File: src/rtl/sclGenPkg.sv
package sclGenPkg;

  typedef enum logic [1:0] {
    PH_IDLE  = 2'd0,
    PH_LOW   = 2'd1,
    PH_HIGH  = 2'd2,
    PH_EXTRA = 2'd3
  } phase_t;

  // Strobes from control to the timing datapath
  typedef struct packed {
    logic cntClear;
    logic latchRate;
    logic sawClear;
    logic windowArm;
  } timerCtrl_t;

  // Conditions reported by the datapath back to control
  typedef struct packed {
    logic unitDone;
    logic extraDone;
    logic passNow;
  } timerStat_t;

endpackage

File: src/rtl/sclSyncStage.sv
module sclSyncStage #(
  parameter int STAGES = 2
) (
  input  logic clk,
  input  logic rstN,
  input  logic sclIn,
  output logic sclSync
);

  logic [STAGES-1:0] chain;

  generate
    if (STAGES == 1) begin : gSingle
      always_ff @(posedge clk or negedge rstN) begin
        if (!rstN) chain <= '1;
        else       chain <= sclIn;
      end
    end else begin : gMulti
      always_ff @(posedge clk or negedge rstN) begin
        if (!rstN) chain <= '1;
        else       chain <= {chain[STAGES-2:0], sclIn};
      end
    end
  endgenerate

  assign sclSync = chain[STAGES-1];

endmodule

File: src/rtl/sclTimerPath.sv
module sclTimerPath
  import sclGenPkg::*;
#(
  parameter int HALF_STD  = 1250,
  parameter int HALF_FAST = 313,
  parameter int MON_STD   = 252,
  parameter int MON_FAST  = 77,
  parameter int CNT_W     = 12
) (
  input  logic       clk,
  input  logic       rstN,
  input  timerCtrl_t ctrl,
  input  logic       rateSel,
  input  logic       sclSync,
  output timerStat_t stat
);

  localparam logic [CNT_W-1:0] STD_UNIT_END   = CNT_W'(HALF_STD - 1);
  localparam logic [CNT_W-1:0] FAST_UNIT_END  = CNT_W'(HALF_FAST - 1);
  localparam logic [CNT_W-1:0] STD_EXTRA_END  = CNT_W'(2 * HALF_STD - 1);
  localparam logic [CNT_W-1:0] FAST_EXTRA_END = CNT_W'(2 * HALF_FAST - 1);
  localparam logic [CNT_W-1:0] STD_WIN        = CNT_W'(MON_STD);
  localparam logic [CNT_W-1:0] FAST_WIN       = CNT_W'(MON_FAST);

  logic             rateReg;
  logic [CNT_W-1:0] cnt;
  logic [CNT_W-1:0] unitEnd;
  logic [CNT_W-1:0] extraEnd;
  logic [CNT_W-1:0] winLen;
  logic             sawHigh;
  logic             inWindow;

  always_comb begin
    unitEnd  = rateReg ? FAST_UNIT_END  : STD_UNIT_END;
    extraEnd = rateReg ? FAST_EXTRA_END : STD_EXTRA_END;
    winLen   = rateReg ? FAST_WIN       : STD_WIN;
  end

  assign inWindow = ctrl.windowArm && (cnt < winLen);

  always_ff @(posedge clk or negedge rstN) begin
    if (!rstN)              rateReg <= 1'b0;
    else if (ctrl.latchRate) rateReg <= rateSel;
  end

  always_ff @(posedge clk or negedge rstN) begin
    if (!rstN)             cnt <= '0;
    else if (ctrl.cntClear) cnt <= '0;
    else                   cnt <= cnt + CNT_W'(1);
  end

  always_ff @(posedge clk or negedge rstN) begin
    if (!rstN)                    sawHigh <= 1'b0;
    else if (ctrl.sawClear)       sawHigh <= 1'b0;
    else if (inWindow && sclSync) sawHigh <= 1'b1;
  end

  always_comb begin
    stat.unitDone  = (cnt == unitEnd);
    stat.extraDone = (cnt == extraEnd);
    stat.passNow   = sawHigh || (inWindow && sclSync);
  end

  // the pin may only count as seen high inside the monitoring window
  assert_window_only_R4: assert property (@(posedge clk) disable iff (!rstN)
    $rose(sawHigh) |-> $past(inWindow));

  // the phase counter never runs past the end of a stretched high phase
  assert_count_bound_R5: assert property (@(posedge clk) disable iff (!rstN)
    cnt <= extraEnd);

endmodule

File: src/rtl/sclPhaseCtrl.sv
module sclPhaseCtrl
  import sclGenPkg::*;
(
  input  logic       clk,
  input  logic       rstN,
  input  logic       enable,
  input  timerStat_t stat,
  output timerCtrl_t tctl,
  output logic       sclDriveLow,
  output logic       fallStrobe
);

  phase_t phase, phaseNext;
  logic   driveNext;
  logic   strobeNext;

  always_comb begin
    phaseNext  = phase;
    driveNext  = sclDriveLow;
    strobeNext = 1'b0;
    tctl       = '0;
    if (!enable) begin
      phaseNext     = PH_IDLE;
      driveNext     = 1'b0;
      tctl.cntClear = 1'b1;
      tctl.sawClear = 1'b1;
    end else begin
      unique case (phase)
        PH_IDLE: begin
          phaseNext      = PH_LOW;
          driveNext      = 1'b1;
          strobeNext     = 1'b1;
          tctl.cntClear  = 1'b1;
          tctl.latchRate = 1'b1;
          tctl.sawClear  = 1'b1;
        end
        PH_LOW: begin
          if (stat.unitDone) begin
            phaseNext     = PH_HIGH;
            driveNext     = 1'b0;
            tctl.cntClear = 1'b1;
            tctl.sawClear = 1'b1;
          end
        end
        PH_HIGH: begin
          tctl.windowArm = 1'b1;
          if (stat.unitDone) begin
            tctl.cntClear = 1'b1;
            if (stat.passNow) begin
              phaseNext      = PH_LOW;
              driveNext      = 1'b1;
              strobeNext     = 1'b1;
              tctl.latchRate = 1'b1;
            end else begin
              phaseNext = PH_EXTRA;
            end
          end
        end
        PH_EXTRA: begin
          if (stat.extraDone) begin
            phaseNext      = PH_LOW;
            driveNext      = 1'b1;
            strobeNext     = 1'b1;
            tctl.cntClear  = 1'b1;
            tctl.latchRate = 1'b1;
          end
        end
        default: phaseNext = PH_IDLE;
      endcase
    end
  end

  always_ff @(posedge clk or negedge rstN) begin
    if (!rstN) begin
      phase       <= PH_IDLE;
      sclDriveLow <= 1'b0;
      fallStrobe  <= 1'b0;
    end else begin
      phase       <= phaseNext;
      sclDriveLow <= driveNext;
      fallStrobe  <= strobeNext;
    end
  end

  // a strobe marks exactly the cycles where the line starts being pulled low
  assert_strobe_on_fall_R8: assert property (@(posedge clk) disable iff (!rstN)
    fallStrobe |-> $rose(sclDriveLow));
  assert_fall_has_strobe_R8: assert property (@(posedge clk) disable iff (!rstN)
    $rose(sclDriveLow) |-> fallStrobe);

  // dropping enable releases the line at the next edge
  assert_disable_release_R7: assert property (@(posedge clk) disable iff (!rstN)
    !enable |=> !sclDriveLow);

  // a failed check skips the edge and keeps the line released
  assert_skip_edge_R5: assert property (@(posedge clk) disable iff (!rstN)
    (enable && phase == PH_HIGH && stat.unitDone && !stat.passNow)
      |=> (!sclDriveLow && !fallStrobe && phase == PH_EXTRA));

  // the stretched phase never pulls the line
  assert_extra_released_R5: assert property (@(posedge clk) disable iff (!rstN)
    (phase == PH_EXTRA) |-> !sclDriveLow);

endmodule

File: src/rtl/sclBitSyncGen.sv
module sclBitSyncGen
  import sclGenPkg::*;
#(
  parameter int HALF_STD    = 1250,
  parameter int HALF_FAST   = 313,
  parameter int MON_STD     = 252,
  parameter int MON_FAST    = 77,
  parameter int SYNC_STAGES = 2
) (
  input  logic clk,
  input  logic rstN,
  input  logic enable,
  input  logic rateSel,
  input  logic sclIn,
  output logic sclDriveLow,
  output logic fallStrobe
);

  localparam int MAX_HALF = (HALF_STD > HALF_FAST) ? HALF_STD : HALF_FAST;
  localparam int CNT_W    = $clog2(2 * MAX_HALF + 1);

  logic       sclSync;
  timerCtrl_t tctl;
  timerStat_t stat;

  sclSyncStage #(
    .STAGES(SYNC_STAGES)
  ) uSync (
    .clk    (clk),
    .rstN   (rstN),
    .sclIn  (sclIn),
    .sclSync(sclSync)
  );

  sclTimerPath #(
    .HALF_STD (HALF_STD),
    .HALF_FAST(HALF_FAST),
    .MON_STD  (MON_STD),
    .MON_FAST (MON_FAST),
    .CNT_W    (CNT_W)
  ) uTimer (
    .clk    (clk),
    .rstN   (rstN),
    .ctrl   (tctl),
    .rateSel(rateSel),
    .sclSync(sclSync),
    .stat   (stat)
  );

  sclPhaseCtrl uCtrl (
    .clk        (clk),
    .rstN       (rstN),
    .enable     (enable),
    .stat       (stat),
    .tctl       (tctl),
    .sclDriveLow(sclDriveLow),
    .fallStrobe (fallStrobe)
  );

endmodule

File: config.mk
export PLATFORM = sky130hd
export DESIGN_NAME = sclBitSyncGen
export DESIGN_NICKNAME = d
export VERILOG_FILES = /design/src/rtl/sclGenPkg.sv /design/src/rtl/sclSyncStage.sv /design/src/rtl/sclTimerPath.sv /design/src/rtl/sclPhaseCtrl.sv /design/src/rtl/sclBitSyncGen.sv
export SDC_FILE = /design/constraint.sdc
export NUM_CORES = 1
export LEC_CHECK = 0
export BUFFER_PORTS_ARGS = -buffer_cell sky130_fd_sc_hd__buf_4
export CAP_MARGIN = 30
export CORE_MARGIN = 2
export CORE_UTILIZATION = 30
export CTS_CLUSTER_DIAMETER = 80
export DETAILED_ROUTE_END_ITERATION = 12
export SLEW_MARGIN = 10
export SYNTH_ARGS = -nofsm -noshare
export SYNTH_HDL_FRONTEND = slang
export SYNTH_SLANG_ARGS = --single-unit
export TNS_END_PERCENT = 1
File: constraint.sdc
create_clock -name clk -period 3.3 [get_ports clk]
set_clock_uncertainty 0.15 [all_clocks]
set_input_delay 0.66 -clock clk [delete_from_list [all_inputs] [get_ports clk]]
set_output_delay 0.66 -clock clk [all_outputs]
set_load 0.03 [all_outputs]
; ---- Word-level counts from Yosys, hierarchy flattened
; Cells that the tools add are included.
[totals]
register_bits = 20
out_inout_bits = 2
word_cells = 59
[classes]
n_addsub = 1
magnitude_cmp = 1
eq_ne = 9
muxes = 34
reduce_logical = 7
[ops]
columns = cell, count
row1 = equality test 12 bit, 2
row2 = 2-to-1 mux 12 bit, 2
row3 = 2-to-1 mux 1 bit, 17
row4 = 2-to-1 mux 2 bit, 7
row5 = "adder 12 x 1 -> 12 bit, second input constant", 1
row6 = less-than comparator 12 bit, 1
row7 = "inequality test 3 bit, second input constant", 4
row8 = 2-to-1 mux 11 bit, 1
row9 = 2-to-1 mux 8 bit, 1
row10 = one-hot mux 1 bit (4 select lines), 2
row11 = one-hot mux 2 bit (4 select lines), 1
row12 = one-hot mux 1 bit (3 select lines), 2
row13 = "equality test 2 bit, second input constant", 2
row14 = AND reduction 4 bit, 1
row15 = AND reduction 3 bit, 1
row16 = "equality test 2 x 1 -> 1 bit, second input constant", 1
row17 = logical AND 1 bit, 2
row18 = logical NOT 2 bit, 1
row19 = one-hot mux 1 bit (2 select lines), 1
row20 = nonzero test 2 bit, 1
row21 = logical OR 1 bit, 1

; ---- Longest topological paths before layout
[logic_depth]
word_depth = 11
depth_mapped = 8
mapped_depth_nobuf = 7

; ---- By module
; Synthesis repeated with hierarchy kept, for this count alone.
[hier_totals]
hier_cells = 127
hier_area_um2 = 1228.7
[modules_own_cells]
columns = mod, n_inst, cells_each, area_each_um2, seq_area_each_um2
row1 = sclTimerPath, 1, 89, 837.1, 350.3
row2 = sclPhaseCtrl, 1, 36, 339.1, 100.1
row3 = sclSyncStage, 1, 2, 52.6, 52.6

; ---- Worst setup path before layout
; OpenSTA, ideal clock, no wires.
[synth_path]
path_type = register to register
from = reg uTimer.rateReg
to = reg uTimer.rateReg
setup_time_ns = 0.128
t_arrival_ns = 2.150
path_slack_ns = 0.872
stages_incl_launch_ff = 7
path_buffers = 0
period_less_slack_ns = 2.428
path_cell_list = dfrtp_1 ha_1 nor4_2 nand4_1 or4_1 o22ai_2 mux2_1
[synth_via]
elab_chain_cells = 9
[synth_lines]
columns = element, line_no
row1 = "start, declared", sclTimerPath.sv:25  ; logic rateReg;
row2 = "start signal, assigned", sclTimerPath.sv:43  ; else if (ctrl.latchRate) rateReg <= rateSel;
row3 = 2-to-1 mux 8 bit, sclTimerPath.sv:36  ; winLen = rateReg ? FAST_WIN : STD_WIN;
row4 = less-than comparator 12 bit, sclTimerPath.sv:39  ; assign inWindow = ctrl.windowArm && (cnt < winLen);
row5 = logical AND 1 bit, sclTimerPath.sv:39
row6 = logical AND 1 bit, sclTimerPath.sv:61  ; stat.passNow = sawHigh || (inWindow && sclSync);
row7 = logical OR 1 bit, sclTimerPath.sv:61
row8 = 2-to-1 mux 1 bit, sclPhaseCtrl.sv:49  ; if (stat.passNow) begin
row9 = 2-to-1 mux 2 bit, sclPhaseCtrl.sv:47  ; if (stat.unitDone) begin
row10 = one-hot mux 1 bit (3 select lines) *, sclPhaseCtrl.sv:28  ; unique case (phase)
row11 = 2-to-1 mux 1 bit *, sclPhaseCtrl.sv:22  ; if (!enable) begin
; Mark *: on every way between the ends. The rest lies on a longest branch, timed or not.
; A chain may end at the register's enable or synchronous reset.

; ---- Final worst setup path
; Same ends and word-level chain as after synthesis.

==> out/results.ini <==
[synthesis]
synthSimpleGateAreaFrac_pct = 24.4
netlist_area_mm2 = 0.00119
ys_seq_area_share_pct = 42.2
synthDistinctLibCells = 41
synth_edf_count = 0
synthFlopType = dfrtp_1
synth_warnings = 0
yosys-top-cells-area = dfrtp_1 (38%), ha_1 (9.4%), nor2_1 (5.7%), xor2_1 (5.1%), dfstp_2 (4.4%)
synthMuxAreaShare_pct = 2.62
synth_xor_area_share_pct = 7.35
syn_inst = 121
synthAdderAreaFrac_pct = 9.44
syn_nets = 135
synth_top_area_share_pct = 37.8
async_reset_ff_share_pct = 100
synth_top_family_by_area = simple AND/OR/NAND/NOR gates
synth_common_cells = dfrtp_1 (18), nor2_1 (18), nand2_1 (10)
synth_compound_area_share_pct = 11.0
avgSynthCellArea_um2 = 9.85
yosysTopAreaCell = dfrtp_1
synth_seq_cells = 20

[timing]
relSlewSlack_pct = 71.2
min_period_ns = 2.62
timing.final.crit_share_pct = 79.5
max_freq_ghz = 0.381
setup_viol = 0
rsz0062_at_grt = false
whs_ns = 0.115
worst_pin_slew_ns = 0.432
finalHoldViolations = 0
slew_viol_final = 0
finalSetupTns_ns = 0

[worst_setup_path]
cp.arrival_ns = 2.62
critPathKind = register to register
path_max_fanout = 9
end_kind = register
startpoint_type = register
worstPathRequired_ns = 3.29

[die]
die_width_um = 67.0
die_y_um = 67.0
rows = 22
start_util_pct = 31.9
dieArea_mm2 = 0.00450
core-area_mm2 = 0.00374
io_pins = 7

[clocking]
post_cts_buffers = 0
ctsHoldBuffers = 0
clk_path_buf_depth = 2
cts_buffers = 3
htreeDepth = 1
clock_sinks = 20
cts-root-buf = clkbuf_8
clock_latency_ns = 0.26
postCtsResizedCells = 0
cts_tree = built
clkTransAtPathRegs_ns = 0.08

[route]
drtIter0Drc = 40
routed_wirelength_mm = 2.29
vias = 907
wl_per_cell_um = 12.9
drtAntennaViolNets = 0
vias_per_cell = 5.12
first_pass_iters = 4
drc = 0

[finish]
drive_gt1_share_pct = 11.6
nets = 144
register_area_um2 = 503
n_antenna_cell = 0
syn_to_final_growth_pct = 12.7
n_fill_cell = 385
multi_input_area_um2 = 654
final_cell_count_no_fill = 177
final_area_mm2 = 0.00134

[pwr]
p_clk_share_pct = 24.1
switchingPower_uw = 262
power_per_cell_area_mw_per_mm2 = 564
intPower_uw = 496
p_leak_nw = 0.551
p_sw_share_pct = 34.6
max-vdd-ir-drop_v = 0.000280
p_comb_share_pct = 34.5
pwr-share-seq_pct = 41.4

[global_route]
grt_max_degree = 21
grt_pass1_vias = 924
gr-total-overflow = 0
gr-usage-all-layers_pct = 12.0
antenna_found_initial = 0
grt_pass1_wl_mm = 4.19

[placed_design]
dp.cells = 173
placed_cell_area_mm2 = 0.00129
gp_congestion = 0.899
portBuffers = 6
dp_hpwl_mm = 1.69

[status]
status = completed

[min_path]
hold_path.class = primary input to async pin

[job]
cap_violations = 0

-- power by group through the flow --
stage               Clock (mW)  Combinational [mW]  Sequential, mW
floorplan                    0               0.182           0.329
CTS                      0.188               0.263           0.314
detailed placement           0               0.262           0.319
finish                   0.182               0.262           0.314
global placement             0               0.259           0.317
global route             0.203               0.297           0.321
-- state kept, by name, indices dropped and copies added (netlist names) --
register / count
uTimer.cnt: 12
uCtrl.phase: 2
uSync.chain: 2
uCtrl.fallStrobe: 1
uCtrl.sclDriveLow: 1
uTimer.rateReg: 1
uTimer.sawHigh: 1
-- metrics by stage --
stage,setup slack [ns],utilization (%),power [mW]
after detailed placement,0.704,34.4,0.580
after global placement,0.752,34.4,0.576
after floorplan,0.872,-,0.511
after CTS,0.692,35.9,0.766
after global routing,0.479,35.9,0.821
final,0.675,35.9,0.758
-- final cells by class --
cell class	count	share of cell area (%)
multi-input cells	92	48.7
flip-flops and latches	20	37.4
repair buffers	6	3.35
clock buffers	4	4.10
inverters	7	1.96
well taps	48	4.47
-- layer usage --
| metal | global-route usage (%) | vias up | wire, µm |
|---|---|---|---|
| met5 | 0 | - | 0 |
| met4 | 1.79 | 0 | 8 |
| met3 | 3.72 | 2 | 104 |
| met2 | 19.9 | 14 | 1030 |
| met1 | 15.6 | 442 | 1150 |
| li1 | - | 449 | - |
-- final timing paths --
check	startpoint	to	slack [ns]	depth (start not counted)
max in group asynchronous	rstN	uSync.chain[0]	2.61	1
hold / removal	rstN	uTimer.cnt[9]	0.11	1
hold reg to reg	uSync.chain[0]	uSync.chain[1]	0.21	0
min in group clk	uSync.chain[0]	uSync.chain[1]	0.21	0
setup reg to reg	uTimer.rateReg	uTimer.rateReg	0.68	6
setup / recovery	uTimer.rateReg	uTimer.rateReg	0.68	6
-- cell families (layout without fill, tap and decap cells) --
kind of cell               count (synthesis)  in the layout
buffers and inverters                      9             17
DFF                                       20             20
AOI/OAI and AO/OA                         17             17
adders and majority gates                  9              9
muxes                                      3              3
xor gates and xnor gates                  10             10
and+or+nand+nor                           53             53
-- worst max-delay path: stages (launching register included) --
cell,delay [ns]
dfrtp_1,0.48
ha_1,0.36
nor4_2,0.28
nand4_1,0.20
or4_1,0.56
o22ai_2,0.14
mux2_1,0.33
-- layout by cell type, fill, tap and decap left out, types with 3 or more instances in the layout --
| cell type | count |
|---|---|
| xor2_1 | 7 |
| inv_1 | 7 |
| nand2_1 | 10 |
| clkbuf_8 | 4 |
| xnor2_1 | 3 |
| and3_1 | 4 |
| dfrtp_1 | 18 |
| nand4_1 | 3 |
| ha_1 | 9 |
| nor2_1 | 18 |
| buf_4 | 6 |
No activity file was read; power rests on OpenSTA's default activity.
